### config.mk
export PLATFORM = sky130hd
export DESIGN_NAME = tbase_prescaler
export DESIGN_NICKNAME = d
export VERILOG_FILES = /design/src/rtl/tbp_pkg.sv /design/src/rtl/tbp_preset_counter.sv /design/src/rtl/tbp_ratio_decode.sv /design/src/rtl/tbase_prescaler.sv
export SDC_FILE = /design/constraint.sdc
export NUM_CORES = 1
export LEC_CHECK = 0
export CORE_MARGIN = 1.5
export CORE_UTILIZATION = 35
export CTS_CLUSTER_SIZE = 28
export DETAILED_ROUTE_END_ITERATION = 8
export DONT_BUFFER_PORTS = 1
export GPL_TIMING_DRIVEN = 0
export HOLD_SLACK_MARGIN = 0.12
export PLACE_DENSITY = 0.47
export SLEW_MARGIN = 10
export SYNTH_ARGS = -nofsm -noshare
export SYNTH_HDL_FRONTEND = slang
export SYNTH_SLANG_ARGS = --single-unit
### constraint.sdc
create_clock -name clk -period 8.4 [get_ports clk]
set_input_delay 1.68 -clock clk [delete_from_list [all_inputs] [get_ports clk]]
set_output_delay 1.68 -clock clk [all_outputs]
set_load 0.02 [all_outputs]
### src/rtl/tbp_pkg.sv
package tbp_pkg;
  localparam int CNT_W = 4;
  typedef logic [CNT_W-1:0] cnt_t;
  // preset for a ten-state count ending at all-ones
  localparam cnt_t DECADE_PRESET = cnt_t'((1 << CNT_W) - 10);
endpackage

### src/rtl/tbp_preset_counter.sv
module tbp_preset_counter
  import tbp_pkg::*;
(
  input  logic clk,
  input  logic rst,
  input  logic reload,
  input  logic en,
  input  cnt_t preset,
  output logic ovf
);
  cnt_t cnt_q;

  assign ovf = en && (cnt_q == '1);

  always_ff @(posedge clk) begin
    if (rst || reload)  cnt_q <= preset;
    else if (en)        cnt_q <= (cnt_q == '1) ? preset : cnt_q + cnt_t'(1);
  end

  // overflow reloads the preset rather than wrapping to zero
  a_r5_preset_on_ovf: assert property (@(posedge clk) disable iff (rst)
    (en && cnt_q == '1 && !reload) |=> (cnt_q == $past(preset)));

  // the count never drops below its preset while the ratio is steady
  a_r5_cnt_in_range: assert property (@(posedge clk) disable iff (rst)
    !reload |-> (cnt_q >= preset));
endmodule

### src/rtl/tbp_ratio_decode.sv
module tbp_ratio_decode
  import tbp_pkg::*;
#(
  parameter int N_DECADES = 3,
  parameter int SEL_W     = 4,
  parameter int DW        = 2
) (
  input  logic [SEL_W-1:0] ratio_sel,
  output cnt_t             first_preset,
  output logic [DW-1:0]    dec_idx
);
  localparam int MAX_IDX = 3 + 3 * N_DECADES;

  always_comb begin
    int idx;
    int mant;
    int dec;
    idx = int'(ratio_sel);
    if (idx > MAX_IDX) idx = MAX_IDX;
    if (idx == 0) begin
      mant = 1;
      dec  = 0;
    end else begin
      dec = (idx - 1) / 3;
      case ((idx - 1) % 3)
        0:       mant = 2;
        1:       mant = 5;
        default: mant = 10;
      endcase
    end
    first_preset = cnt_t'((1 << CNT_W) - mant);
    dec_idx      = DW'(dec);
  end
endmodule

### src/rtl/tbase_prescaler.sv
module tbase_prescaler
  import tbp_pkg::*;
#(
  parameter int N_DECADES  = 3,
  localparam int NUM_RATIO = 4 + 3 * N_DECADES,
  localparam int SEL_W     = $clog2(NUM_RATIO),
  localparam int DW        = (N_DECADES > 0) ? $clog2(N_DECADES + 1) : 1,
  localparam int MAX_IDX   = NUM_RATIO - 1
) (
  input  logic             clk,
  input  logic             rst,
  input  logic [SEL_W-1:0] ratio_sel,
  output logic             sample_en
);
  logic [SEL_W-1:0]   sel_q;
  logic               reload;
  cnt_t               first_preset;
  logic [DW-1:0]      dec_idx;
  logic [N_DECADES:0] stage_ovf;
  logic               strobe_q;

  assign reload = (ratio_sel != sel_q);

  tbp_ratio_decode #(.N_DECADES(N_DECADES), .SEL_W(SEL_W), .DW(DW)) u_decode (
    .ratio_sel    (ratio_sel),
    .first_preset (first_preset),
    .dec_idx      (dec_idx)
  );

  // first stage: divide by 1, 2, 5 or 10, free running
  tbp_preset_counter u_first (
    .clk    (clk),
    .rst    (rst),
    .reload (reload),
    .en     (1'b1),
    .preset (first_preset),
    .ovf    (stage_ovf[0])
  );

  // decade chain: each stage counts overflows of the one before
  for (genvar g = 1; g <= N_DECADES; g++) begin : g_decade
    tbp_preset_counter u_dec (
      .clk    (clk),
      .rst    (rst),
      .reload (reload),
      .en     (stage_ovf[g-1]),
      .preset (DECADE_PRESET),
      .ovf    (stage_ovf[g])
    );
  end

  always_ff @(posedge clk) begin
    sel_q <= ratio_sel;
    if (rst) strobe_q <= 1'b0;
    else     strobe_q <= stage_ovf[dec_idx] && !reload;
  end

  assign sample_en = strobe_q;

  // index 1 maps to a divide-by-2 first stage with no decades
  a_r1_index_one: assert property (@(posedge clk) disable iff (rst)
    (int'(ratio_sel) == 1) |-> (first_preset == cnt_t'(14) && dec_idx == '0));

  // strobe is one cycle wide for every ratio above 1
  a_r3_one_wide: assert property (@(posedge clk) disable iff (rst)
    (sample_en && sel_q != '0) |=> !sample_en);

  // divide-by-1 strobes on every cycle
  a_r4_every_cycle: assert property (@(posedge clk) disable iff (rst)
    (ratio_sel == '0 && sel_q == '0) |=> sample_en);

  // indices at or past the top map to the full decade chain
  a_r6_clamp: assert property (@(posedge clk) disable iff (rst)
    (int'(ratio_sel) >= MAX_IDX) |-> (dec_idx == DW'(N_DECADES) && first_preset == DECADE_PRESET));

  // no strobe straight out of reset
  a_r7_reset_quiet: assert property (@(posedge clk)
    rst |=> !sample_en);

  // the edge that sees a new index produces no strobe
  a_r8_quiet_on_change: assert property (@(posedge clk) disable iff (rst)
    reload |=> !sample_en);
endmodule

==> results of run 1 <==
logic make-up (layout without fill, tap and decap cells):
group,after synthesis,after routing,synth area share (%)
and+or+nand+nor,83,83,24.63
AOI/OAI and AO/OA,61,61,27.64
DFF,21,21,23.45
buffers and inverters,19,23,4.814
adders and majority gates,11,11,7.676
muxes,11,11,7.397
xor gates and xnor gates,9,9,4.396
repair_timing:
| action | 4_1_cts | 5_1_grt |
|---|---|---|
| setup endpoints to repair | 0 | 1 |
| resized for setup | 0 | 1 |
| hold buffers | 0 | 0 |
cell usage after synthesis, drive strengths merged, types with 2 or more instances:
| library cell | count |
|---|---|
| a21boi | 2 |
| a311oi | 2 |
| nor3 | 7 |
| nand2 | 21 |
| nor2 | 13 |
| o22ai | 2 |
| dfxtp | 21 |
| and4b | 3 |
| or2 | 2 |
| clkbuf | 4 |
| a21oi | 11 |
| and2 | 6 |
| o21ai | 14 |
| nor4 | 2 |
| mux2i | 9 |
| nand2b | 3 |
| xnor2 | 4 |
| a2111oi | 2 |
| nor2b | 4 |
| a221oi | 4 |
| a211oi | 3 |
| nand3 | 10 |
| inv | 11 |
| mux2 | 2 |
| ha | 11 |
| a21o | 3 |
| a31oi | 3 |
| and3 | 4 |
| a22oi | 2 |
| or3 | 3 |
| xor2 | 5 |
| buf | 4 |
worst max-delay path, delay by kind of cell:
| kind | cells | cell delay, ns |
|---|---|---|
| buf+inv | 8 | 1.05 |
| mux | 3 | 0.53 |
| compound gates | 8 | 1.78 |
| simple gates | 8 | 1.49 |
| xor+xnor | 1 | 0.21 |
| fa+ha+maj | 5 | 1.14 |
cell usage in the layout (no fill, tap or decap), types with 5 or more instances in the layout:
| cell type | netlist | final |
|---|---|---|
| dfxtp_1 | 21 | 21 |
| nand2_1 | 20 | 20 |
| nor2_1 | 12 | 12 |
| o21ai_0 | 11 | 11 |
| ha_1 | 11 | 11 |
| nand3_1 | 10 | 10 |
| inv_1 | 9 | 9 |
| a21oi_1 | 9 | 9 |
| nor3_1 | 7 | 7 |
| mux2i_1 | 7 | 7 |
| and2_1 | 5 | 5 |
| xor2_1 | 5 | 5 |
path summary, 6_finish.rpt:
kind                            start                        to  depth (start not counted)
max reg2reg          sel_q[1]$_DFF_P_  u_first.cnt_q[2]$_DFF_P_                          7
min          u_first.cnt_q[0]$_DFF_P_  u_first.cnt_q[0]$_DFF_P_                          1
max                      ratio_sel[3]  u_first.cnt_q[2]$_DFF_P_                         33
min reg2reg  u_first.cnt_q[0]$_DFF_P_  u_first.cnt_q[0]$_DFF_P_                          1
per-layer routing:
layer / GRT usage [%] / wire length (um)
met4: 6.061 / 35
met5: 0 / 0
met1: 20.63 / 1916
met2: 26.29 / 1871
met3: 1.762 / 58
power groups by stage:
stage | combinational (mW) | sequential, mW | clock, mW
finish | 0.134 | 0.114 | 0.0655
global route | 0.152 | 0.115 | 0.0723
CTS | 0.133 | 0.114 | 0.0689
detailed placement | 0.133 | 0.116 | 0
global placement | 0.129 | 0.116 | 0
floorplan | 0.111 | 0.115 | 0
area by class of cell:
type / count / area (um2) / area share, %
multi-input combinational: 175 / 1294 / 67.01
sequential: 21 / 420.4 / 21.78
tap: 67 / 83.83 / 4.342
inverter: 11 / 43.79 / 2.268
buffer: 8 / 42.54 / 2.204
clock buffer: 3 / 41.29 / 2.139
clock inverter: 1 / 5.005 / 0.2592
state kept, by name, summed over array words and instances (netlist names):
name / cells
g_decade.u_dec.cnt_q: 12
sel_q: 4
u_first.cnt_q: 4
sample_en: 1
per-stage QoR:
step	instance area, um2	hold WS (ns)	setup WS, ns	utilization (%)	instances
after floorplan	1793	0.4411	1.275	-	215
after global placement	1877	0.4682	0.5451	38.96	282
after detailed placement	1877	0.4863	0.3792	38.96	282
after CTS	1923	0.4974	0.6469	39.92	286
after global routing	1931	0.5250	0.03892	40.08	286
final	1931	0.4881	0.6841	40.08	286
==> results.txt, run 1 <==
Worst-Margin Slew - 1.145 ns
DR pass1 iterations - 4
Worst EP required - 8.59 ns
CTS buffer count - 3
Std-Cell Rows - 25
TNS Setup - 0 ns
P_leak - 0.7578 nW
Core Region - 4817 um2
grt ovf - 0
DR WL/cell - 13.57 um
Crit Path Max Fanout - 10
Max stage delay on crit path - 0.41 ns
first-iteration detailed-routing DRC count - 89
setup violators final - 0
Mapped Area - 1793 um2
Slew Limit Fails - 0
Clk pwr share - 20.9%
worst path arrival time - 7.91 ns
critical path type - in2reg
worst reg-to-reg setup slack - 5.96 ns
final hold vios - 0
Post-DRT Antenna Nets - 0
setup bufs post-CTS - 0
Psw - 114.2 uW
Top FF cell, synth - dfxtp_1
Die Y - 74.58 um
CTS tree - yes
Final HPWL DP - 3113 um
fin crit period - 7.716 ns
I/O Buffers - 0
biggest area consumer among synthesized cells - dfxtp_1
pwr dens - 162.6 nW/um2
Slew headroom - 22.99%
largest cells by area after synthesis - dfxtp_1, ha_1, nand2_1
distinct cell type count after synthesis - 65
initial antenna violation count - 0
Final nets - 237
io pins - 7
Sw Ratio - 36.39%
Placer Congestion - 0.8008
share of cells above drive strength 1 - 13.70%
#FFs+latches synth - 21
antenna cells - 0
worst-path cell with the longest stage delay - a211oi_4
Initial Util - 37.22%
CTS clock-pin slew for the worst setup and hold paths - 0.07 ns
first-pass GRT wire length - 6803 um
status - completed
fmax - 0.1296 GHz
startpoint types - primary input
vias in the first global route - 1,506
critical path endpoint category - flip-flop
TritonCTS sink count - 21
P_int - 199.7 uW
syn nets - 232
Most common cell on crit path - ha_1
Post-synth EDFFs - 0
peak supply drop - 65.71 uV
WL final - 3881 um
worst-case clock buffer depth - 2
sequential element share of the synthesized area - 23.45%
RSZ-0062 raised after global routing - false
Vias - 1,559
ys async rst share - 0%
largest net degree at the start of global routing - 13
yosys warns - 0
Tcrit/Tclk final - 91.86%
clock skew - 0.003461 ns
Comb pwr share - 42.8%
H-tree levels - 1
Pwr Total - 313.9 uW
max cap viols - 0
Flop pwr share - 36.3%
Tot GR Track Use - 15.70%
number of vias per cell - 5.451
Hold Path Class - reg2reg
CTS root buffer - clkbuf_8
Gate Count Post-Synth - 215
Syn Area/Cell - 8.339 um2
worst skew pair latency - 0.26 ns
die area - 5561 um2
drt drc - 0
Die W - 74.58 um
number of fill cells in the layout - 531
top-area cell type share of the netlist area - 23.45%
area grow syn2layout - 7.676%
(Power assumes the default switching activity.)
==> run 2: changes to the inputs <==
CORE_MARGIN = 3   (was 1.5)
==> run 2 against run 1 <==
  * Clock-buffer cell count is the same
  * Largest power group unchanged
  * Setup slack got worse by 0.0027 ns
  * Utilization decreased by 0.26 points
  * Sequential power is essentially flat
  * Critical path depth unchanged
==> results.txt, run 2 (synthesis results as in run 1) <==
Crit Path Max Fanout - 10 (unchanged)
Core Region - 4848 um2 (was 4817 um2)
setup violators final - 0 (unchanged)
Tot GR Track Use - 13.25% (was 15.70%)
commonest non-fill, non-tap cell in the layout - dfxtp_1 (unchanged)
initial antenna violation count - 0 (unchanged)
largest net degree at the start of global routing - 13 (unchanged)
Tcrit/Tclk final - 91.89% (was 91.86%)
Vias - 1,585 (was 1,559)
fin crit period - 7.719 ns (was 7.716 ns)
Hold Path Class - reg2reg (unchanged)
WL final - 3895 um (was 3881 um)
first-pass GRT wire length - 6637 um (was 6803 um)
Max stage delay on crit path - 0.41 ns (about the same)
CTS tree - yes (unchanged)
first-iteration detailed-routing DRC count - 67 (was 89)
Most common cell on crit path - ha_1 (unchanged)
antenna cells - 0 (unchanged)
RSZ-0062 raised after global routing - false (unchanged)
largest reg by FF count - g_decade.u_dec.cnt_q (unchanged)
critical path endpoint category - flip-flop (unchanged)
CTS root buffer - clkbuf_8 (unchanged)
Largest register FFs - 12 (unchanged)
Worst EP required - 8.60 ns (was 8.59 ns)
pwr dens - 163.8 nW/um2 (was 162.6 nW/um2)
Worst-Margin Slew - 1.204 ns (was 1.145 ns)
number of vias per cell - 5.542 (was 5.451)
startpoint types - primary input (unchanged)
clock skew - 0.0006705 ns (was 0.003461 ns)
worst path arrival time - 7.92 ns (was 7.91 ns)
peak supply drop - 58.55 uV (was 65.71 uV)
Slew headroom - 19.01% (was 22.99%)
worst-path cell with the longest stage delay - a211oi_4 (unchanged)
TNS Setup - 0 ns (unchanged)
share of cells above drive strength 1 - 13.70% (unchanged)
status - completed (unchanged)
Die W - 77.58 um (was 74.58 um)
largest registers - g_decade.u_dec.cnt_q x12, sel_q x4, u_first.cnt_q x4 (unchanged)
die area - 6018 um2 (was 5561 um2)
I/O Buffers - 0 (unchanged)
TritonCTS sink count - 21 (unchanged)
Final HPWL DP - 3130 um (was 3113 um)
Die Y - 77.58 um (was 74.58 um)
CTS clock-pin slew for the worst setup and hold paths - 0.07 ns (about the same)
grt ovf - 0 (unchanged)
worst-case clock buffer depth - 2 (unchanged)
DR WL/cell - 13.62 um (was 13.57 um)
most frequent cells in the layout - dfxtp_1, nand2_1, nor2_1 (unchanged)
CTS buffer count - 3 (unchanged)
vias in the first global route - 1,482 (was 1,506)
drt drc - 0 (unchanged)
Placer Congestion - 0.8177 (was 0.8008)
io pins - 7 (unchanged)
H-tree levels - 1 (unchanged)
final worst setup slack - 0.6814 ns (was 0.6841 ns)
critical path type - in2reg (unchanged)
worst skew pair latency - 0.26 ns (about the same)
DR pass1 iterations - 5 (was 4)
Std-Cell Rows - 25 (unchanged)
cts hold-fix bufs - 0 (unchanged)
final hold vios - 0 (unchanged)
Place WS - 0.3506 ns (was 0.3792 ns)
P_leak - 0.7578 nW (unchanged)
fmax - 0.1296 GHz (about the same)
Post-DRT Antenna Nets - 0 (unchanged)
Initial Util - 36.98% (was 37.22%)
area grow syn2layout - 7.676% (unchanged)
max cap viols - 0 (unchanged)
Slew Limit Fails - 0 (unchanged)
Final nets - 237 (unchanged)
run 2: cell counts in the layout (fill, tap and decap cells not counted):
No cell type changed its count.
run 2: critical path, delay by kind of cell:
kind	cells	cell delay, ns
AO/OA/AOI/OAI	8	1.80
XOR/XNOR	1	0.20
adder cells (fa/ha/maj)	5	1.16
buffers and inverters	8	1.05
multiplexers	3	0.53
AND/OR/NAND/NOR	8	1.50
run 2: where the power goes:
part           switching (mW)  internal [mW]
clock network          0.0321         0.0330
registers             0.00607          0.108
logic                  0.0775         0.0597
total                   0.116          0.201
run 2: metal layers:
metal / vias up / track usage, % / wire length [um]
li1: 807 / - / -
met1: 737 / 17.03 / 1861
met2: 37 / 22.37 / 1815
met3: 4 / 2.900 / 163
met4: 0 / 3.381 / 55
met5: - / 0 / 0
run 2: final cells by class:
cell class | count | area, um2
clock buffers | 3 | 41.29
fillers | 509 | 2918
well taps | 67 | 83.83
multi-input cells | 175 | 1294
inverters | 11 | 43.79
plain buffers | 8 | 42.54
clock inverters | 1 | 5.005
flip-flops and latches | 21 | 420.4
run 2: metrics by stage:
step	std cells	util (%)	cell area, um2	power [mW]	hold WS, ns
after floorplan	215	-	1793	0.2262	0.4411
after global placement	282	38.71	1877	0.2455	0.4535
after detailed placement	282	38.71	1877	0.2512	0.4764
after CTS	286	39.66	1923	0.3174	0.4963
after global routing	286	39.82	1931	0.3427	0.4980
final	286	39.82	1931	0.3163	0.4829
run 2: timing repair:
action	in CTS	in global routing
endpoints found under the setup margin	0	1
setup buffers	0	0
resized for setup	0	1
run 2: path summary, 6_finish.rpt:
check | start | end | slack, ns | cells past startpoint
hold / removal | u_first.cnt_q[0]$_DFF_P_ | u_first.cnt_q[0]$_DFF_P_ | 0.48 | 1
setup / recovery | ratio_sel[3] | u_first.cnt_q[2]$_DFF_P_ | 0.68 | 33
setup reg to reg | sel_q[0]$_DFF_P_ | u_first.cnt_q[2]$_DFF_P_ | 5.93 | 7
hold reg to reg | u_first.cnt_q[0]$_DFF_P_ | u_first.cnt_q[0]$_DFF_P_ | 0.48 | 1
